===== src/rtl/vat_pkg.sv =====
package vat_pkg;

    typedef enum logic [2:0] {
        FLT_NONE       = 3'd0,
        FLT_ADDR_FETCH = 3'd1,
        FLT_ADDR_STORE = 3'd2,
        FLT_REFILL_I   = 3'd3,
        FLT_REFILL_D   = 3'd4,
        FLT_INVAL_I    = 3'd5,
        FLT_INVAL_D    = 3'd6,
        FLT_MODIFIED   = 3'd7
    } fault_e;

    typedef enum logic [1:0] {
        MODE_KERNEL = 2'd0,
        MODE_SUPER  = 2'd1,
        MODE_USER   = 2'd2,
        MODE_BAD    = 2'd3
    } mode_e;

    localparam logic [31:0] KERN_FORCE_MASK = 32'h1000_0006;
    localparam logic [31:0] UNCACHED_MASK   = 32'hA000_0000;
    localparam int          VPN_LSB         = 11;
    localparam int          FRAME_LSB       = 12;

endpackage


===== src/rtl/vat_mode_dec.sv =====
module vat_mode_dec
    import vat_pkg::*;
(
    input  logic [31:0] status,
    output mode_e       mode
);
    logic forced_kernel;

    always_comb begin
        forced_kernel = |(status & KERN_FORCE_MASK);
        if (forced_kernel || status[4:3] == 2'b00) begin
            mode = MODE_KERNEL;
        end else begin
            case (status[4:3])
                2'b01:   mode = MODE_SUPER;
                2'b10:   mode = MODE_USER;
                default: mode = MODE_BAD;
            endcase
        end
    end
endmodule


===== src/rtl/vat_seg_dec.sv =====
module vat_seg_dec
    import vat_pkg::*;
#(
    parameter int VA_W = 32,
    parameter int PA_W = 32
) (
    input  logic [VA_W-1:0] vaddr,
    output logic            in_cached_kseg,
    output logic            in_uncached_kseg,
    output logic            uncached_region,
    output logic [PA_W-1:0] direct_pa
);
    localparam int SEG_LSB = VA_W - 3;

    logic [VA_W-1:0] unc_mask;

    always_comb begin
        unc_mask         = VA_W'(UNCACHED_MASK);
        in_cached_kseg   = (vaddr[VA_W-1:SEG_LSB] == 3'b100);
        in_uncached_kseg = (vaddr[VA_W-1:SEG_LSB] == 3'b101);
        uncached_region  = ((vaddr & unc_mask) == unc_mask);
        direct_pa        = PA_W'(vaddr[SEG_LSB-1:0]);
    end
endmodule


===== src/rtl/vat_page_sel.sv =====
module vat_page_sel
    import vat_pkg::*;
#(
    parameter int VA_W    = 32,
    parameter int PA_W    = 32,
    parameter int PFN_W   = 20,
    parameter int SHIFT_W = 5
) (
    input  logic [VA_W-1:0]    vaddr,
    input  logic [SHIFT_W-1:0] shift,
    input  logic [PFN_W-1:0]   pfn_even,
    input  logic [PFN_W-1:0]   pfn_odd,
    input  logic               valid_even,
    input  logic               valid_odd,
    input  logic               dirty_even,
    input  logic               dirty_odd,
    input  logic [VA_W-1:0]    offmask,
    output logic               half_odd,
    output logic               half_valid,
    output logic               half_dirty,
    output logic [PA_W-1:0]    paddr
);
    logic [VA_W-1:0]    shifted_va;
    logic [PFN_W-1:0]   pfn_sel;
    logic [PA_W-1:0]    frame;
    logic [SHIFT_W-1:0] align_amt;

    always_comb begin
        shifted_va = vaddr >> shift;
        half_odd   = shifted_va[0];
        pfn_sel    = half_odd ? pfn_odd   : pfn_even;
        half_valid = half_odd ? valid_odd : valid_even;
        half_dirty = half_odd ? dirty_odd : dirty_even;
        align_amt  = shift - SHIFT_W'(FRAME_LSB);
        frame      = (PA_W'(pfn_sel) >> align_amt) << shift;
        paddr      = frame | PA_W'(vaddr & offmask);
    end
endmodule


===== src/rtl/vat_xlate.sv =====
module vat_xlate
    import vat_pkg::*;
#(
    parameter int VA_W    = 32,
    parameter int PA_W    = 32,
    parameter int PFN_W   = 20,
    parameter int ASID_W  = 8,
    parameter int SHIFT_W = 5,
    localparam int VPN_W  = VA_W - VPN_LSB,
    localparam int VPN2_W = VPN_W - 2
) (
    input  logic               clk,
    input  logic               rst_n,
    input  logic               req_valid,
    input  logic [VA_W-1:0]    req_vaddr,
    input  logic [ASID_W-1:0]  req_asid,
    input  logic               req_is_data,
    input  logic               req_misaligned,
    input  logic [31:0]        status_word,
    input  logic               small_pages,
    output logic [VPN_W-1:0]   tlb_vpn,
    output logic [ASID_W-1:0]  tlb_asid,
    input  logic               tlb_hit,
    input  logic [SHIFT_W-1:0] tlb_shift,
    input  logic [PFN_W-1:0]   tlb_pfn_even,
    input  logic [PFN_W-1:0]   tlb_pfn_odd,
    input  logic               tlb_valid_even,
    input  logic               tlb_valid_odd,
    input  logic               tlb_dirty_even,
    input  logic               tlb_dirty_odd,
    input  logic [VA_W-1:0]    tlb_offmask,
    output logic               rsp_valid,
    output logic [2:0]         rsp_fault,
    output logic [1:0]         rsp_mode,
    output logic [PA_W-1:0]    rsp_paddr,
    output logic               rsp_uncached,
    output logic [ASID_W-1:0]  rsp_asid,
    output logic [VPN2_W-1:0]  rsp_vpn2,
    output logic [1:0]         rsp_vpn2x,
    output logic [VA_W-1:0]    rsp_badvaddr,
    output logic [VPN2_W-1:0]  rsp_ctx_badvpn2
);
    typedef struct packed {
        logic              valid;
        logic [2:0]        fault;
        logic [1:0]        mode;
        logic [PA_W-1:0]   paddr;
        logic              uncached;
        logic [ASID_W-1:0] asid;
        logic [VPN2_W-1:0] vpn2;
        logic [1:0]        vpn2x;
        logic [VA_W-1:0]   badvaddr;
        logic [VPN2_W-1:0] ctx;
    } rsp_t;

    mode_e           mode;
    logic            in_ck, in_uk, unc_region;
    logic [PA_W-1:0] direct_pa;
    logic            half_odd, half_valid, half_dirty;
    logic [PA_W-1:0] mapped_pa;
    logic [VPN_W-1:0] vpn;
    logic            tlb_fault;
    rsp_t            rsp_d, rsp_q;

    vat_mode_dec u_mode (
        .status (status_word),
        .mode   (mode)
    );

    vat_seg_dec #(.VA_W(VA_W), .PA_W(PA_W)) u_seg (
        .vaddr            (req_vaddr),
        .in_cached_kseg   (in_ck),
        .in_uncached_kseg (in_uk),
        .uncached_region  (unc_region),
        .direct_pa        (direct_pa)
    );

    vat_page_sel #(
        .VA_W(VA_W), .PA_W(PA_W), .PFN_W(PFN_W), .SHIFT_W(SHIFT_W)
    ) u_page (
        .vaddr      (req_vaddr),
        .shift      (tlb_shift),
        .pfn_even   (tlb_pfn_even),
        .pfn_odd    (tlb_pfn_odd),
        .valid_even (tlb_valid_even),
        .valid_odd  (tlb_valid_odd),
        .dirty_even (tlb_dirty_even),
        .dirty_odd  (tlb_dirty_odd),
        .offmask    (tlb_offmask),
        .half_odd   (half_odd),
        .half_valid (half_valid),
        .half_dirty (half_dirty),
        .paddr      (mapped_pa)
    );

    // Lookup-port page number: low pair cleared unless small pages.
    always_comb begin
        vpn = req_vaddr[VA_W-1:VPN_LSB];
        if (!small_pages) begin
            vpn[1:0] = 2'b00;
        end
        tlb_vpn  = vpn;
        tlb_asid = req_asid;
    end

    always_comb begin
        rsp_d     = '0;
        tlb_fault = 1'b0;
        if (req_valid) begin
            rsp_d.valid = 1'b1;
            rsp_d.mode  = mode;
            if (in_ck) begin
                if (mode != MODE_KERNEL || req_misaligned) begin
                    rsp_d.fault = req_is_data ? FLT_ADDR_STORE : FLT_ADDR_FETCH;
                end else begin
                    rsp_d.paddr    = direct_pa;
                    rsp_d.uncached = unc_region;
                end
            end else if (in_uk) begin
                rsp_d.paddr    = direct_pa;
                rsp_d.uncached = unc_region;
            end else if (req_misaligned) begin
                rsp_d.fault = req_is_data ? FLT_ADDR_STORE : FLT_ADDR_FETCH;
            end else if (!tlb_hit) begin
                rsp_d.fault = req_is_data ? FLT_REFILL_D : FLT_REFILL_I;
                tlb_fault   = 1'b1;
            end else if (!half_valid) begin
                rsp_d.fault = req_is_data ? FLT_INVAL_D : FLT_INVAL_I;
                tlb_fault   = 1'b1;
            end else if (req_is_data && !half_dirty) begin
                rsp_d.fault = FLT_MODIFIED;
                tlb_fault   = 1'b1;
            end else begin
                rsp_d.paddr    = mapped_pa;
                rsp_d.uncached = unc_region;
            end

            if (rsp_d.fault != FLT_NONE) begin
                rsp_d.badvaddr = req_vaddr;
            end
            if (tlb_fault) begin
                rsp_d.asid  = req_asid;
                rsp_d.vpn2  = vpn[VPN_W-1:2];
                rsp_d.vpn2x = vpn[1:0];
                rsp_d.ctx   = vpn[VPN_W-1:2];
            end
        end
    end

    always_ff @(posedge clk or negedge rst_n) begin
        if (!rst_n) begin
            rsp_q <= '0;
        end else begin
            rsp_q <= rsp_d;
        end
    end

    // half_odd is consumed inside the page selector; kept visible here.
    logic unused_half;
    assign unused_half = half_odd;

    assign rsp_valid       = rsp_q.valid;
    assign rsp_fault       = rsp_q.fault;
    assign rsp_mode        = rsp_q.mode;
    assign rsp_paddr       = rsp_q.paddr;
    assign rsp_uncached    = rsp_q.uncached;
    assign rsp_asid        = rsp_q.asid;
    assign rsp_vpn2        = rsp_q.vpn2;
    assign rsp_vpn2x       = rsp_q.vpn2x;
    assign rsp_badvaddr    = rsp_q.badvaddr;
    assign rsp_ctx_badvpn2 = rsp_q.ctx;
endmodule


===== config.mk =====
export PLATFORM = sky130hd
export DESIGN_NAME = vat_xlate
export DESIGN_NICKNAME = d
export VERILOG_FILES = /design/src/rtl/vat_pkg.sv /design/src/rtl/vat_mode_dec.sv /design/src/rtl/vat_seg_dec.sv /design/src/rtl/vat_page_sel.sv /design/src/rtl/vat_xlate.sv
export SDC_FILE = /design/constraint.sdc
export NUM_CORES = 1
export LEC_CHECK = 0
export CORE_AREA = 8 8 148 150
export CTS_BUF_LIST = sky130_fd_sc_hd__clkbuf_4 sky130_fd_sc_hd__clkbuf_8
export DETAILED_ROUTE_END_ITERATION = 8
export DIE_AREA = 0 0 156 158
export DONT_BUFFER_PORTS = 1
export SLEW_MARGIN = 15
export SYNTH_ARGS = -nofsm -noshare
export SYNTH_HDL_FRONTEND = slang
export SYNTH_SLANG_ARGS = --single-unit

===== constraint.sdc =====
create_clock -name clk -period 0.9 [get_ports clk]
set_clock_uncertainty 0.15 [all_clocks]
set_input_delay 0.135 -clock clk [delete_from_list [all_inputs] [get_ports clk]]
set_output_delay 0.135 -clock clk [all_outputs]
set_load 0.005 [all_outputs]

# Word level (Yosys, flattened, before mapping)
# Cells that the tools add are included.
[classes] n_addsub=1 n_mul=0 div_mod_pow=0 order_cmp=0 n_eq_ne=5 shift=3 n_mux=35 n_bitwise=2 n_reduce_logical=8
[op_table] cell="$mux W33" count=6
[op_table] cell="$mux W119" count=1
[op_table] cell="$and A32 B32 Y32" count=1
[op_table] cell="$mux W32" count=1
[op_table] cell="$or A32 B32 Y32" count=1
[op_table] cell="$shl A32 B5 Y32" count=1
[op_table] cell="$shr A20 B5 Y32" count=1
[op_table] cell="$shr A32 B5 Y1" count=1
[op_table] cell="$mux W30" count=1
[op_table] cell="$mux W29" count=1
[op_table] cell="$mux W3" count=8
[op_table] cell="$mux W20" count=1
[op_table] cell="$mux W19" count=1
[op_table] cell="$mux W2" count=5
[op_table] cell="$mux W1" count=9
[op_table] cell="$eq A3 B3 Y1 const B" count=2
[op_table] cell="$sub A5 B4 Y5 const B" count=1
[op_table] cell="$eq A2 B2 Y1 const B" count=2
[op_table] cell="$pmux W2 S2" count=1
[op_table] cell="$reduce_bool A3 Y1" count=1
[op_table] cell="$reduce_or A3 Y1" count=1
[op_table] cell="$eq A2 B1 Y1 const B" count=1
[op_table] cell="$logic_not A2 Y1" count=1
[op_table] cell="$logic_or A1 B1 Y1" count=2
[op_table] cell="3 further kinds" count=3
[totals] regBits=119 latchBits=0 mem_bits_rw=0 rom_bits=0 in_bits=160 out_inout_bits=148 wordCells=64 mem_count=0

# Depth between registers and ports, before layout
[depth] depth_word=14 depth_mapped=16 depth_no_buf=12

# By module
# From an unflattened synthesis, not the netlist that was laid out.
[hier_totals] hier_cells=924 hier_area_um2=8209.1
[modules_own_cells] module="vat_xlate" n_inst=1 cells_each=357 area_each_um2=4152.7 seq_area_each_um2=2502.4
[modules_own_cells] module="vat_page_sel" n_inst=1 cells_each=529 area_each_um2=3767.4 seq_area_each_um2=0.0
[modules_own_cells] module="vat_seg_dec" n_inst=1 cells_each=36 area_each_um2=271.5 seq_area_each_um2=0.0
[modules_own_cells] module="vat_mode_dec" n_inst=1 cells_each=2 area_each_um2=17.5 seq_area_each_um2=0.0

# Worst setup path after synthesis
# OpenSTA, ideal clock, no wires.
[synth_timing] path_type="input -> register" start="input port tlb_shift[0]" end="register rsp_q, in the netlist rsp_paddr[12]" setup_time_ns=0.143 t_arrival_ns=3.411 setup_slack_ns=-2.804 stages=11 cell_sequence="buf_6 -> mux4_2 -> a2111o_1 -> o22ai_2 -> mux4_1 -> a211oi_1 -> nor4b_1 -> or2_2 -> mux4_2 -> o2111ai_1 -> a21oi_1"
[synth_lines] element="from (decl)" line_no="vat_xlate.sv:24" text="input logic [SHIFT_W-1:0] tlb_shift,"
[synth_lines] element="to (signal assigned)" line_no="vat_xlate.sv:154" text="rsp_q <= rsp_d;"
[synth_lines] element="to (decl)" line_no="vat_xlate.sv:63" text="rsp_t rsp_d, rsp_q;"

==> run summary <==
status = finished, violations left
failing checks = negative hold slack, negative setup slack
clk sink count = 100
area of the multi-input gates = 4870 µm²
Seq/Total Area, Yosys = 32.8%
Final Hold Fails = 133
Pre-Repair DR Iteration Count = 5
Post-synth EDFFs = 0
# hold bufs at CTS = 51
Post-synth ARST share = 100%
top cell family by delay on the critical path = multiplexers
Static Leak = 0.00435 µW
total number of vias = 7745
die footprint = 24600 µm²
Pins Over Slew Limit = 0
unrepaired setup endpoints after global routing = yes
total power = 12800 µW
H-tree levels = 3
total grt overflow = 0
Reg area = 2500 µm²
Tcrit/Tclk final = 366%
Max-slew headroom = 54.2%
die width = 156 µm
routed wire length = 32800 µm
largest net degree at the start of global routing = 101
Total GRT Usage = 25.6%
CTS Buffer Depth = 2
row count = 52
first-pass GRT wire length = 47800 µm
RePlAce Congestion = 0.979
fmax = 303 MHz
synth cell count leaders = dfrtp_1 (100), nand2_1 (89), nor2_1 (82)
critical path required time = 1.02 ns
DP HPWL = 23900 µm
CP max stage delay = 0.56 ns
mean area per synthesized cell = 8.71 µm²
DRC viols = 0
Post-Syn Nets = 1038
vias per inst = 6.01
Cell Area, Synth = 7640 µm²
Post-synth top flop = dfrtp_1
main area contributors after synthesis = dfrtp_1 (33%), mux2_2 (5.5%), mux4_2 (5.0%)
Synth top area share = 32.8%
Starting Density = 38.7%
total of max-cap violations = 0
Final Util = 50.6%
initial antenna violation count = 0
cell mode on critical path = mux4_2
critical path arrival = 3.41 ns
Layout fillers = 1860
IO buf count = 0
worst min-delay path class = in2async
Top-Level Pins = 308
Tightest Pin Transition = 0.687 ns
Area Overhead vs Synth = 30.6%
Synth cell types = 77
layout cell share with drive strength beyond 1 = 32.3%
clk slew on worst S/H paths = 0.11 ns
critical path fanouts, max = 80
crit path kind = in2reg
core area = 19700 µm²
Die Ht = 158 µm
crit path setup slack, layout = -2.40 ns
final setup fails = 216
Slowest-stage cell, CP = mux4_2
CTS root buf = clkbuf_8
cells along the critical path = mux4_2, a2111o_1, o22ai_4, buf_12, mux4_2, a211oi_2, nor4b_4, or2_4, mux4_2, o2111ai_2, a21oi_1
worst path bufs/invs = 1
nature of the critical path startpoint = input pin
Synth area leader = dfrtp_1
initial DRC count = 684
Max VDD drop = 0.000600 V
Mapped Cells = 877
Critical Path Sink Type = flip-flop
Power Dens Cells = 1290 nW/µm²
Hold Slack = -0.704 ns
final net count = 1175
CTS tree = yes
Period minus WS final = 3.30 ns
yosys warns = 0
Yosys reg bits = 100
vias in the first global route = 7640
DR WL/cell = 25.4 µm
TritonCTS Buffers = 9
count leader, synth = dfrtp_1
Antenna Violating Nets Remaining = 0
[final timing paths]
path	from	endpoint	slack, ns	cells after the start
max in group asynchronous	rst_n	rsp_uncached	1.16	0
setup / recovery	tlb_shift[0]	rsp_paddr[12]	-2.40	11
min in group clk	tlb_shift[3]	rsp_paddr[18]	-0.27	1
hold / removal	rst_n	rsp_badvaddr[26]	-0.70	0
[kinds of logic (layout without fill, tap and decap cells)]
group | after synthesis | in the layout | synth area share, %
compound gates | 232 | 232 | 21.7
xor+xnor | 2 | 2 | 0.229
fa+ha+maj | 1 | 1 | 0.164
buf+inv | 125 | 265 | 8.86
flops | 100 | 100 | 32.8
mux | 91 | 91 | 15.8
other cells | 0 | 1 | 0
simple gates | 326 | 327 | 20.6
[area by class of cell]
cell class                 count  area share [%]
clock buffer                   9            1.24
tap                          270            3.39
sequential                   100            25.1
multi-input combinational    653            48.8
timing repair buffer         234            20.0
antenna                        1          0.0251
inverter                      16           0.602
clock inverter                 6           0.878
[report_power, final]
group / internal [µW] / total [µW] / switching [µW]
clock network: 1560 / 3170 / 1610
logic: 2420 / 4870 / 2460
registers: 4680 / 4800 / 128
[registers in the layout, summed over array words and instances (netlist names)]
name	flops
rsp_badvaddr	32
rsp_uncached	1
rsp_vpn2x	2
rsp_fault	3
rsp_asid	8
rsp_paddr	32
rsp_mode	2
rsp_valid	1
rsp_ctx_badvpn2	19
[placed cells by master, fill, tap and decap left out, types with 6 or more instances in the layout]
cell type and count:
inv_1 11, a32oi_1 8, mux2i_1 28, a31oi_1 7, buf_4 170, nand3_1 17, and3_1 7, nor2_1 75
dfrtp_1 100, nand2_1 88, mux4_2 18, buf_12 6, nor3_1 32, o21ai_0 26, mux2_2 34, nand2b_1 7
a22oi_1 9, o211ai_1 12, clkbuf_8 9, a21oi_1 49, a211oi_1 16, o21a_1 6, and2_1 54, a211oi_2 9
dlygate4sd3_1 48, buf_6 7
[through the flow]
stage | cell area (µm²) | hold slack [ns] | setup WS [ns] | TNS (ns) | instances
after floorplan | 7870 | -0.311 | -2.53 | -210.63 | 877
after global placement | 8830 | -0.307 | -2.85 | -236.39 | 1205
after detailed placement | 8830 | -0.307 | -2.81 | -236.10 | 1205
after CTS | 9800 | -0.722 | -2.34 | -213.30 | 1280
after global routing | 9980 | -0.735 | -2.47 | -219.92 | 1288
final | 9980 | -0.704 | -2.40 | -211.30 | 1289
[layer usage]
metal / share of wire [%] / up-vias / wire, µm / global-route usage, %
met5: 0 / - / 0 / 0
met4: 3.6 / 0 / 1190 / 10.4
met3: 8.4 / 73 / 2760 / 5.00
met2: 50 / 454 / 16300 / 45.1
met1: 38 / 3772 / 12600 / 30.1
li1: - / 3446 / - / -
[repair_timing]
item / CTS / global route
buffers inserted: 8 / 8
endpoints found under the hold margin: 199 / 133
resized for setup: 32 / 28
pin swaps: 17 / 6
endpoints found under the setup margin: 216 / 221
cloned: 1 / 0
No activity file was read; power rests on OpenSTA's default activity.
